[config.mk]
export PLATFORM = sky130hd
export DESIGN_NAME = pio_xfer_seq
export DESIGN_NICKNAME = d
export VERILOG_FILES = /design/src/rtl/pio_xfer_pkg.sv /design/src/rtl/pio_phase_timer.sv /design/src/rtl/pio_seq_ctrl.sv /design/src/rtl/pio_pad_drive.sv /design/src/rtl/pio_xfer_seq.sv
export SDC_FILE = /design/constraint.sdc
export NUM_CORES = 1
export LEC_CHECK = 0
export ABC_AREA = 1
export BUFFER_PORTS_ARGS = -buffer_cell sky130_fd_sc_hd__clkbuf_2
export CAP_MARGIN = 20
export CORE_MARGIN = 4
export CORE_UTILIZATION = 39
export DETAILED_ROUTE_END_ITERATION = 7
export GPL_TIMING_DRIVEN = 0
export PLACE_DENSITY = 0.72
export SLEW_MARGIN = 20
export SYNTH_ARGS = -nofsm -noshare
export SYNTH_HDL_FRONTEND = slang
export SYNTH_HIERARCHICAL = 1
export SYNTH_SLANG_ARGS = --single-unit
[constraint.sdc]
create_clock -name clk -period 3.8 [get_ports clk]
set_clock_uncertainty 0.1 [all_clocks]
set_input_delay 0.19 -clock clk [delete_from_list [all_inputs] [get_ports clk]]
set_output_delay 0.19 -clock clk [all_outputs]
set_load 0.005 [all_outputs]
[src/rtl/pio_xfer_pkg.sv]
package pio_xfer_pkg;

    localparam int DATA_W = 16;
    localparam int ADDR_W = 3;

    typedef enum logic [2:0] {
        PH_IDLE,
        PH_SETUP,
        PH_STROBE,
        PH_HOLD,
        PH_RECOV
    } phase_e;

    typedef struct packed {
        logic              wr;
        logic [ADDR_W-1:0] addr;
        logic              bank;
        logic [DATA_W-1:0] wdata;
    } xfer_req_t;

endpackage

[src/rtl/pio_phase_timer.sv]
module pio_phase_timer #(
    parameter int CNT_W = 8
) (
    input  logic             clk,
    input  logic             rst_n,
    input  logic             load,
    input  logic [CNT_W-1:0] load_val,
    output logic             expired
);

    logic [CNT_W-1:0] cnt_d, cnt_q;

    always_comb begin
        cnt_d = cnt_q;
        if (load) begin
            cnt_d = load_val;
        end else if (cnt_q != '0) begin
            cnt_d = cnt_q - 1'b1;
        end
    end

    always_ff @(posedge clk or negedge rst_n) begin
        if (!rst_n) begin
            cnt_q <= '0;
        end else begin
            cnt_q <= cnt_d;
        end
    end

    assign expired = (cnt_q == '0);

endmodule

[src/rtl/pio_seq_ctrl.sv]
module pio_seq_ctrl
    import pio_xfer_pkg::*;
#(
    parameter int P_SETUP  = 6,
    parameter int P_STROBE = 28,
    parameter int P_HOLD   = 2,
    parameter int P_RECOV  = 23,
    parameter int CNT_W    = 8
) (
    input  logic              clk,
    input  logic              rst_n,
    input  logic              req_valid,
    input  xfer_req_t         req_in,
    input  logic              iordy,
    input  logic [DATA_W-1:0] dd_in,
    input  logic              timer_expired,
    output logic              timer_load,
    output logic [CNT_W-1:0]  timer_val,
    output phase_e            phase_nx,
    output xfer_req_t         req_nx,
    output logic              busy,
    output logic              done,
    output logic [DATA_W-1:0] rdata
);

    localparam logic [CNT_W-1:0] LD_SETUP  = CNT_W'(P_SETUP - 1);
    localparam logic [CNT_W-1:0] LD_STROBE = CNT_W'(P_STROBE - 1);
    localparam logic [CNT_W-1:0] LD_HOLD   = CNT_W'(P_HOLD - 1);
    localparam logic [CNT_W-1:0] LD_RECOV  = CNT_W'(P_RECOV - 1);

    typedef struct packed {
        phase_e            phase;
        xfer_req_t         req;
        logic              done;
        logic [DATA_W-1:0] rdata;
    } ctrl_st_t;

    ctrl_st_t s_d, s_q;

    always_comb begin
        s_d        = s_q;
        s_d.done   = 1'b0;
        timer_load = 1'b0;
        timer_val  = '0;
        unique case (s_q.phase)
            PH_IDLE: begin
                if (req_valid) begin
                    s_d.req    = req_in;
                    s_d.phase  = PH_SETUP;
                    timer_load = 1'b1;
                    timer_val  = LD_SETUP;
                end
            end
            PH_SETUP: begin
                if (timer_expired) begin
                    s_d.phase  = PH_STROBE;
                    timer_load = 1'b1;
                    timer_val  = LD_STROBE;
                end
            end
            PH_STROBE: begin
                // the device may extend the strobe by holding ready low
                if (timer_expired && iordy) begin
                    s_d.phase  = PH_HOLD;
                    timer_load = 1'b1;
                    timer_val  = LD_HOLD;
                    if (!s_q.req.wr) begin
                        s_d.rdata = dd_in;
                    end
                end
            end
            PH_HOLD: begin
                if (timer_expired) begin
                    s_d.phase  = PH_RECOV;
                    timer_load = 1'b1;
                    timer_val  = LD_RECOV;
                end
            end
            PH_RECOV: begin
                if (timer_expired) begin
                    s_d.phase = PH_IDLE;
                    s_d.done  = 1'b1;
                end
            end
            default: begin
                s_d.phase = PH_IDLE;
            end
        endcase
    end

    always_ff @(posedge clk or negedge rst_n) begin
        if (!rst_n) begin
            s_q.phase <= PH_IDLE;
            s_q.req   <= '0;
            s_q.done  <= 1'b0;
            s_q.rdata <= '0;
        end else begin
            s_q <= s_d;
        end
    end

    assign phase_nx = s_d.phase;
    assign req_nx   = s_d.req;
    assign busy     = (s_q.phase != PH_IDLE);
    assign done     = s_q.done;
    assign rdata    = s_q.rdata;

endmodule

[src/rtl/pio_pad_drive.sv]
module pio_pad_drive
    import pio_xfer_pkg::*;
(
    input  logic              clk,
    input  logic              rst_n,
    input  phase_e            phase_nx,
    input  xfer_req_t         req_nx,
    input  logic              host_dev_rst,
    output logic [ADDR_W-1:0] da,
    output logic              cs0_n,
    output logic              cs1_n,
    output logic              dior_n,
    output logic              diow_n,
    output logic [DATA_W-1:0] dd_out,
    output logic              dd_oe,
    output logic              dev_rst_n
);

    typedef struct packed {
        logic [ADDR_W-1:0] da;
        logic [1:0]        cs_n;
        logic              rd_n;
        logic              wr_n;
        logic [DATA_W-1:0] dout;
        logic              oe;
        logic              drst_n;
    } pad_st_t;

    pad_st_t s_d, s_q;
    logic    selecting;

    always_comb begin
        selecting = (phase_nx == PH_SETUP) || (phase_nx == PH_STROBE)
                 || (phase_nx == PH_HOLD);
        s_d        = s_q;
        s_d.da     = req_nx.addr;
        s_d.dout   = req_nx.wdata;
        s_d.cs_n   = 2'b11;
        s_d.rd_n   = 1'b1;
        s_d.wr_n   = 1'b1;
        s_d.oe     = 1'b0;
        s_d.drst_n = ~host_dev_rst;
        if (selecting) begin
            s_d.cs_n[req_nx.bank] = 1'b0;
            s_d.oe                = req_nx.wr;
        end
        if (phase_nx == PH_STROBE) begin
            s_d.rd_n = req_nx.wr;
            s_d.wr_n = ~req_nx.wr;
        end
    end

    always_ff @(posedge clk or negedge rst_n) begin
        if (!rst_n) begin
            s_q.da     <= '0;
            s_q.cs_n   <= 2'b11;
            s_q.rd_n   <= 1'b1;
            s_q.wr_n   <= 1'b1;
            s_q.dout   <= '0;
            s_q.oe     <= 1'b0;
            s_q.drst_n <= 1'b0;
        end else begin
            s_q <= s_d;
        end
    end

    assign da        = s_q.da;
    assign cs0_n     = s_q.cs_n[0];
    assign cs1_n     = s_q.cs_n[1];
    assign dior_n    = s_q.rd_n;
    assign diow_n    = s_q.wr_n;
    assign dd_out    = s_q.dout;
    assign dd_oe     = s_q.oe;
    assign dev_rst_n = s_q.drst_n;

endmodule

[src/rtl/pio_xfer_seq.sv]
module pio_xfer_seq
    import pio_xfer_pkg::*;
#(
    parameter int P_SETUP  = 6,
    parameter int P_STROBE = 28,
    parameter int P_HOLD   = 2,
    parameter int P_RECOV  = 23,
    parameter int CNT_W    = 8
) (
    input  logic        clk,
    input  logic        rst_n,
    input  logic        req_valid,
    input  logic        req_write,
    input  logic [2:0]  req_addr,
    input  logic        req_bank,
    input  logic [15:0] req_wdata,
    output logic        busy,
    output logic        done,
    output logic [15:0] rdata,
    input  logic        host_dev_rst,
    output logic        dev_rst_n,
    input  logic [15:0] dd_in,
    output logic [15:0] dd_out,
    output logic        dd_oe,
    output logic [2:0]  da,
    output logic        cs0_n,
    output logic        cs1_n,
    output logic        dior_n,
    output logic        diow_n,
    input  logic        iordy,
    output logic        dmack_n
);

    xfer_req_t        req_in;
    xfer_req_t        req_nx;
    phase_e           phase_nx;
    logic             timer_load;
    logic [CNT_W-1:0] timer_val;
    logic             timer_expired;

    assign req_in.wr    = req_write;
    assign req_in.addr  = req_addr;
    assign req_in.bank  = req_bank;
    assign req_in.wdata = req_wdata;

    pio_phase_timer #(.CNT_W(CNT_W)) u_timer (
        .clk      (clk),
        .rst_n    (rst_n),
        .load     (timer_load),
        .load_val (timer_val),
        .expired  (timer_expired)
    );

    pio_seq_ctrl #(
        .P_SETUP  (P_SETUP),
        .P_STROBE (P_STROBE),
        .P_HOLD   (P_HOLD),
        .P_RECOV  (P_RECOV),
        .CNT_W    (CNT_W)
    ) u_ctrl (
        .clk           (clk),
        .rst_n         (rst_n),
        .req_valid     (req_valid),
        .req_in        (req_in),
        .iordy         (iordy),
        .dd_in         (dd_in),
        .timer_expired (timer_expired),
        .timer_load    (timer_load),
        .timer_val     (timer_val),
        .phase_nx      (phase_nx),
        .req_nx        (req_nx),
        .busy          (busy),
        .done          (done),
        .rdata         (rdata)
    );

    pio_pad_drive u_pads (
        .clk          (clk),
        .rst_n        (rst_n),
        .phase_nx     (phase_nx),
        .req_nx       (req_nx),
        .host_dev_rst (host_dev_rst),
        .da           (da),
        .cs0_n        (cs0_n),
        .cs1_n        (cs1_n),
        .dior_n       (dior_n),
        .diow_n       (diow_n),
        .dd_out       (dd_out),
        .dd_oe        (dd_oe),
        .dev_rst_n    (dev_rst_n)
    );

    assign dmack_n = 1'b1;

endmodule

# After elaboration in Yosys (flattened, before gate mapping)
# Index checks and enable logic that the tools add are counted.
# word_totals
out_inout_bits	44
reg_bits	55
latch_bits	0
mem_bits_rw	0
n_memories	0
mem_bits_ro	0
word_cells	63
inputBits	42
# classes
n_eq_ne	7
div	0
mux	24
n_bitwise	4
n_mul	0
magnitude_cmp	2
add_sub_neg	1
n_shift	0
reduce_logical	12
# op_table
op	n
8-bit case mux with 4 select lines	1
24-bit two-way mux	1
21-bit two-way mux	1
8-bit two-way mux	2
3-bit two-way mux	5
3-bit case mux with 5 select lines	1
3-bit by 2-bit equality test with 1-bit output, second input constant	4
5-bit two-way mux	2
8-bit zero test	1
8-bit nonzero test	1
8-bit by 1-bit subtractor with 8-bit output, second input constant	1
1-bit two-way mux	7
3-bit by 1-bit equality test with 1-bit output, second input constant	2
2-bit two-way mux	2
3-bit equality test, second input constant	1
3-bit zero test	1
1-bit NOT	3
1-bit case mux with 3 select lines	1
3-bit AND reduction	1
3-bit nonzero test	1
1-bit logical AND	2
1-bit logical OR	2
1-bit by 2-bit less-than comparator with 1-bit output, second input constant	1
2-bit NOT	1
5 further kinds	5

# Logic depth before layout (Yosys ltp)
# Gate-level depths: netlist of the first run.
# depth
word_depth	8
mapped_depth	13

# By module
# Netlist of the first run, hierarchy kept.
# by_module_without_submodules
mod	cells_each	area_each_um2	instances
pio_seq_ctrl	233	2037.0	1
pio_pad_drive	37	691.9	1
pio_phase_timer	71	513.0	1
pio_xfer_seq	2	11.3	1

# Worst setup path after synthesis of the first run
# OpenSTA, ideal clock, no wires.
# synth_path
path_kind	register -> register
startpoint	register u_timer.cnt_q[0]
endpoint	register u_timer.cnt_q[0]
stages_incl_launch_ff	13
t_required_ns	3.582
path_slack_ns	1.857
n_path_buf	1
arrival_time_ns	1.725
path_cell_list	dfrtp_1 inv_1 ha_1 nand2_2 nor2_4 nand2_1 inv_1 nand2_1 nand3_1 buf_2 o21ai_0 nand2_1 o21ai_2
# synth_via
elab_chain_len	5
# synth_lines
item	line	source
start: declaration	pio_phase_timer.sv:11	logic [CNT_W-1:0] cnt_d, cnt_q;
start signal: assignment	pio_phase_timer.sv:26	cnt_q <= cnt_d;
8-bit zero test *	pio_phase_timer.sv:30	assign expired = (cnt_q == '0);
net timer_expired	pio_xfer_seq.sv:39	logic timer_expired;
1-bit logical AND	pio_seq_ctrl.sv:63	if (timer_expired && iordy) begin
1-bit two-way mux	pio_seq_ctrl.sv:63	
1-bit case mux with 3 select lines *	pio_seq_ctrl.sv:45	unique case (s_q.phase)
net timer_load	pio_xfer_seq.sv:37	logic timer_load;
8-bit two-way mux / 2-bit nonzero test (equally long branches)	n/a	
# Mark *: on every way through the listed nets, which the timed path passes. The rest lies on a longest branch. The select of a mux whose other input is x is not followed.
# A chain may end at the register's enable or synchronous reset.

# Worst setup path in the final report of the first run
# layout_path
startpoint	register u_timer.cnt_q[0]
endpoint	register u_timer.cnt_q[1]
# The elaborated chain is that of the path after synthesis.

==> flow_summary_export.csv, run 1 <==
group,metric,value,unit
floorplanning,core_area,8180,um^2
global_routing,grt_max_degree,47,
cts,postCtsSetupRepairBufs,0,
worst_setup_path,critPathCaptureType,"register",
floorplanning,dieHeight,99.3,um
placement,port_buffers,84,
cells_and_area,drive_gt1_frac,0.365,
global_routing,grt_pass1_vias,2633,
sta,fmax,437,MHz
worst_setup_path,rrSetupSlack,1.51,ns
floorplanning,num_rows,33,
cells_and_area,fin_area,4390,um^2
power,p_int,1900,uW
floorplanning,initial_utilization,0.398,
synthesis,synth_commonest_cells,"nand2_1, dfrtp_1, buf_4",
cells_and_area,nNetsFinal,518,
sta,finalCritPeriodShare,0.603,
placement,place_area,3840,um^2
placement,gp_congestion,0.746,
drt,vias_per_cell,4.24,
global_routing,grt_antenna_before_repair,0,
synthesis,synthCells,343,
cts,cts_resized,0,
outcome,status,"completed",
placement,hpwlAfterDp,4750,um
worst_hold_path,hp-class,"in -> reg",
drt,wl_per_cell,11.6,um
power,seqPwrFrac,0.432,
synthesis,synth.avg_cell_area,9.48,um^2
cts,cts_buffer_depth,2,
sta,fin_crit,2.29,ns
power,p_sw,871,uW
cts,clk_latency,0.34,ns
cts,cts_tree,"yes",
worst_setup_path,critPathArrivalTime,2.43,ns
drt,via_count,2476,
global_routing,grt-ovfl-total,0,
floorplanning,die_x,99.3,um
power,vdd_drop_max,0.000418,V
cts,clkSinkCount,74,
synthesis,post_synth_num_cell_types,27,
synthesis,synthTopCellsByArea,"dfrtp_1, buf_4, nand2_1, nand3_1, inv_1",
cells_and_area,diodes,0,
sta,finalMaxSlewViolations,0,
synthesis,ys_ff_latch,74,
drt,drtIter0Drc,119,
power,p_clk_frac,0.232,
floorplanning,io_pins,86,
cts,cts_root_buffer,"clkbuf_8",
drt,ant_nets,0,
job,drv_cap,0,
synthesis,synth_top_area_share,0.538,
cells_and_area,syn_to_final_growth,34.9,%
sta,final-hold-violation-count,0,
floorplanning,die_area,9870,um^2
cts,numCtsBuffers,9,
drt,drtPass1Iterations,4,
worst_setup_path,required,3.94,ns
worst_setup_path,critical_path.max_fanout,10,
sta,rsz0062_at_grt,"no",
sta,setup_tns,0,ns
drt,drcViolationCount,0,
global_routing,grt_pass1_wl,11800,um
worst_setup_path,critPathKind,"reg -> reg",
synthesis,async_reset_ff_frac,1.00,
power,switching_share,0.315,
cts,clk_pin_slew,0.08,ns
synthesis,yosysMostFrequentCell,"nand2_1",
global_routing,track_usage,0.150,
synthesis,ys_warn_count,6,
worst_hold_path,hold_path_depth,3,
worst_setup_path,critPathLaunchType,"register",
power,combPwrFrac,0.336,
sta,holdWs,0.0194,ns
cells_and_area,fillers,789,
synthesis,synth_area,3250,um^2
sta,setup_viol,0,
drt,wl,6750,um
synthesis,synth_enable_flop_cells,0,
synthesis,yosysSeqAreaShare,0.571,
synthesis,synth_flop_cell,"dfrtp_1",
power,p_per_area,630,nW/um^2
cts,h-tree-depth,3,
power,leakage,0.00247,uW
worst_setup_path,reg2reg_depth,12,
synthesis,synth_top_cell_by_area,"dfrtp_1",
per-layer routing:
layer  global-route usage  wire length (um)  vias to the layer above
li1                     -                 -                     1274
met1                0.180              2920                     1123
met2                0.258              3300                       68
met3               0.0309               387                       11
met4               0.0704               136                        0
met5                    0                 0                        -
worst max-delay path, cell delays in order (launching register included):
cell	delay, ns
dfrtp_1	0.38
inv_1	0.11
ha_1	0.29
nand2_2	0.11
nor2_4	0.23
nand2_1	0.15
inv_1	0.08
nand2_1	0.09
nand3_1	0.14
buf_2	0.24
o21ai_0	0.12
nand2_1	0.09
o21ai_2	0.05
state kept, by name, summed over array words and instances, names as in the netlist:
| register | flops |
|---|---|
| u_pads/dd_out | 16 |
| u_ctrl/rdata | 16 |
| u_pads/diow_n | 1 |
| u_pads/dev_rst_n | 1 |
| u_pads/dd_oe | 1 |
| u_ctrl/done | 1 |
| u_ctrl/s_q | 24 |
| u_timer/cnt_q | 8 |
| u_pads/dior_n | 1 |
| u_pads/cs0_n | 1 |
| u_pads/cs1_n | 1 |
| u_pads/da | 3 |
cell type report:
cell class              count  area [um^2]  area share
plain buffers              53          390      0.0889
clock buffers               9          124      0.0282
clock inverters             6         82.6      0.0188
inverters                  39          146      0.0334
multi-input cells         179          867       0.198
flip-flops and latches     74         1860       0.423
well taps                 105          131      0.0299
repair buffers            119          791       0.180
power by group through the flow:
stage / sequential, uW / clock [uW] / combinational (uW)
final: 1200 / 641 / 931
after CTS: 1190 / 665 / 943
after global routing: 1220 / 701 / 1060
after floorplan: 1200 / 0 / 625
after detailed placement: 1210 / 0 / 911
after global placement: 1200 / 0 / 877
through the flow:
stage	total power (uW)	worst slack (ns)	utilization	std cells
after floorplan	1820	1.86	-	345
after global placement	2080	1.63	0.466	534
after detailed placement	2120	1.55	0.470	535
after CTS	2800	1.53	0.537	584
after global routing	2980	1.28	0.537	584
final	2770	1.51	0.537	584
layout by cell type (no fill, tap or decap), types with 4 or more instances in the layout:
cell / netlist / layout
buf_2: 6 / 6
buf_4: 45 / 45
inv_1: 37 / 37
conb_1: 2 / 4
nand3_1: 28 / 28
o21ai_0: 7 / 7
dfstp_2: 4 / 4
nor2_1: 9 / 9
clkbuf_8: 0 / 9
dfrtp_1: 70 / 70
o21ai_1: 18 / 18
nor2_4: 4 / 4
nand2_1: 88 / 88
dlygate4sd3_1: 0 / 34
clkbuf_2: 0 / 83
cells by family after synthesis:
logic type,share of synthesized area
and+or+nand+nor,0.204
buffers and inverters,0.165
DFF,0.571
AOI/OAI and AO/OA,0.0488
xor gates and xnor gates,0.00539
other,0.00231
adders and majority gates,0.00385
timing repair:
| item | CTS | global route |
|---|---|---|
| hold buffers | 34 | 0 |
| setup endpoints to repair | 0 | 0 |
| hold endpoints to repair | 60 | 0 |
path summary, 6_finish.rpt:
path	start	end
worst max-delay path	u_timer/cnt_q[0]	u_timer/cnt_q[1]
worst max register to register	u_timer/cnt_q[0]	u_timer/cnt_q[1]
max in group asynchronous	rst_n	u_pads/diow_n
min in group asynchronous	rst_n	u_timer/cnt_q[5]
worst min register to register	u_ctrl/rdata[1]	u_ctrl/rdata[1]
worst min-delay path	req_wdata[11]	u_ctrl/s_q[28]
Power figures use the tool's default switching activity.
==> inputs of run 2 (changes only) <==
PLACE_DENSITY = 0.74   (was 0.72)
clock period = 1.89 ns   (was 3.8 ns; I/O delays follow)
==> run 2 against run 1 <==
  * Routed wire length increased by 7.0%
  * Combinational power increased by 120%
  * Cell count increased by 2.9%
  * First-iteration DRC count decreased by 34%
  * Sequential share of layout area decreased by 2.0 points
  * Register-to-register slack got worse by 1.4 ns
  * Total power increased by 110%
  * Sequential cell count unchanged
  * Non-clock buffer count increased by 16
==> flow_summary_export.csv, run 2 (synthesis results as in run 1) <==
group,metric,value,unit
drt,drtIter0Drc,79,
worst_hold_path,hold_start,"iordy",
global_routing,track_usage,0.152,
job,drv_cap,0,
worst_hold_path,hold_path_depth,5,
power,p_per_area,1290,nW/um^2
cells_and_area,fin_area,4620,um^2
cts,h-tree-depth,3,
sta,final-hold-violation-count,0,
global_routing,grt_antenna_before_repair,0,
cells_and_area,fin_cells,601,
floorplanning,die_area,9870,um^2
worst_setup_path,r2r_start,"u_timer/cnt_q[1]",
cells_and_area,regMostFlops,"u_ctrl/s_q",
global_routing,grt-ovfl-total,0,
worst_setup_path,critical_path_buf_inv_count,2,
floorplanning,dieHeight,99.3,um
drt,wl_per_cell,12.0,um
cts,clk_pin_slew,0.08,ns
cts,cts_tree,"yes",
floorplanning,num_rows,33,
cells_and_area,syn_to_final_growth,41.9,%
worst_hold_path,hp-class,"in -> reg",
drt,drcViolationCount,0,
sta,finalCritPeriodShare,0.962,
floorplanning,die_x,99.3,um
worst_hold_path,hold_end,"u_ctrl/rdata[0]",
outcome,status,"completed",
cells_and_area,final_cell_mix,"nand2_1, clkbuf_2, dfrtp_1, buf_4, dlygate4sd3_1",
power,vdd_drop_max,0.000696,V
drt,wl,7220,um
cells_and_area,final_common_cell,"nand2_1",
cells_and_area,drive_gt1_frac,0.411,
sta,holdWs,0.0627,ns
floorplanning,io_pins,86,
placement,place_area,3840,um^2
cells_and_area,diodes,0,
placement,hpwlAfterDp,4750,um
placement,gp_congestion,0.849,
drt,ant_nets,0,
power,leakage,0.00256,uW
sta,setup_tns,0,ns
worst_setup_path,critical_path.max_fanout,10,
drt,via_count,2601,
sta,fmax,550,MHz
worst_setup_path,critPathLaunchType,"register",
worst_setup_path,cp_cell_sequence,"inv_2 > ha_4 > nand2_2 > nor2_4 > nand2_2 > nor2_4 > nand2_4 > buf_6 > nand2_1 > nand2_1",
worst_setup_path,critPathKind,"reg -> reg",
worst_setup_path,critPathArrivalTime,1.94,ns
placement,port_buffers,84,
drt,drtPass1Iterations,4,
global_routing,grt_pass1_wl,11900,um
cts,clk_latency,0.34,ns
sta,setup_viol,0,
floorplanning,core_area,8180,um^2
cts,cts_buffer_depth,2,
global_routing,grt_max_degree,42,
worst_setup_path,cpPeakStageDelay,0.40,ns
cts,cts_root_buffer,"clkbuf_8",
worst_setup_path,slowest_stage,"dfrtp_1",
worst_setup_path,reg2reg_to,"u_ctrl/rdata[8]",
cells_and_area,nNetsFinal,534,
worst_setup_path,required,2.01,ns
worst_setup_path,cp_top_family,"simple AND/OR/NAND/NOR gates",
worst_setup_path,rrSetupSlack,0.07,ns
sta,fin_crit,1.82,ns
placement,place_inst,535,
cts,clkSinkCount,74,
cells_and_area,largest_reg_flops,24,
worst_setup_path,critPathCaptureType,"register",
floorplanning,initial_utilization,0.398,
drt,vias_per_cell,4.33,
global_routing,grt_pass1_vias,2605,
worst_setup_path,reg2reg_depth,10,
cts,numCtsBuffers,9,
sta,finalMaxSlewViolations,0,
[run 2: changes by cell type in the layout (fill, tap and decap cells not counted), sizes merged]
cell | previous run | this run
buf | 54 | 64
dlygate4sd3 | 34 | 39
clkbuf | 93 | 95
bufinv | 2 | 3
clkinv | 3 | 2
[run 2: worst min-delay path, delay by kind of cell]
family,cells,cell delay [ns]
buf+inv,1,0.09
simple gates,4,0.28
[run 2: what timing repair did]
item	CTS	global route
pin swaps	1	4
hold buffers	39	0
hold endpoints to repair	83	0
setup buffers	3	8
gates resized for setup	3	21
endpoints found under the setup margin	25	23
[run 2: how the worst max path moves through the flow]
stage                     startpoint  depth (start not counted)          endpoint
global route        u_timer/cnt_q[0]                         12  u_timer/cnt_q[1]
finish              u_timer/cnt_q[1]                         10   u_ctrl/rdata[8]
global placement    u_timer/cnt_q[0]                         12  u_timer/cnt_q[0]
floorplan           u_timer/cnt_q[0]                         12  u_timer/cnt_q[0]
CTS                 u_timer/cnt_q[1]                         12  u_timer/cnt_q[1]
detailed placement  u_timer/cnt_q[0]                         12  u_timer/cnt_q[0]
[run 2: stage by stage]
stage	utilization	setup WS, ns	total power (uW)
3_3_place_gp	0.467	-0.164	4180
6_report	0.565	0.0709	5950
3_5_place_dp	0.470	-0.212	4260
5_1_grt	0.565	-0.0593	6360
4_1_cts	0.552	0.0167	5860
2_1_floorplan	-	0.0137	3670
[run 2: metal layers]
| metal | track usage | wire length (um) |
|---|---|---|
| met3 | 0.0344 | 300 |
| met4 | 0.0609 | 189 |
| met5 | 0 | 0 |
| met2 | 0.267 | 3730 |
| met1 | 0.180 | 3000 |
[run 2: final cells by class]
type / instances / area (um^2)
multi-input cells: 179 / 918
clock buffers: 10 / 128
clock inverters: 6 / 115
fillers: 706 / 3560
plain buffers: 53 / 399
flip-flops and latches: 74 / 1860
inverters: 39 / 146
repair buffers: 135 / 920
well taps: 105 / 131
[run 2: power breakdown]
part	internal, uW	switching (uW)
registers	2150	273
clock network	882	575
logic	1070	996
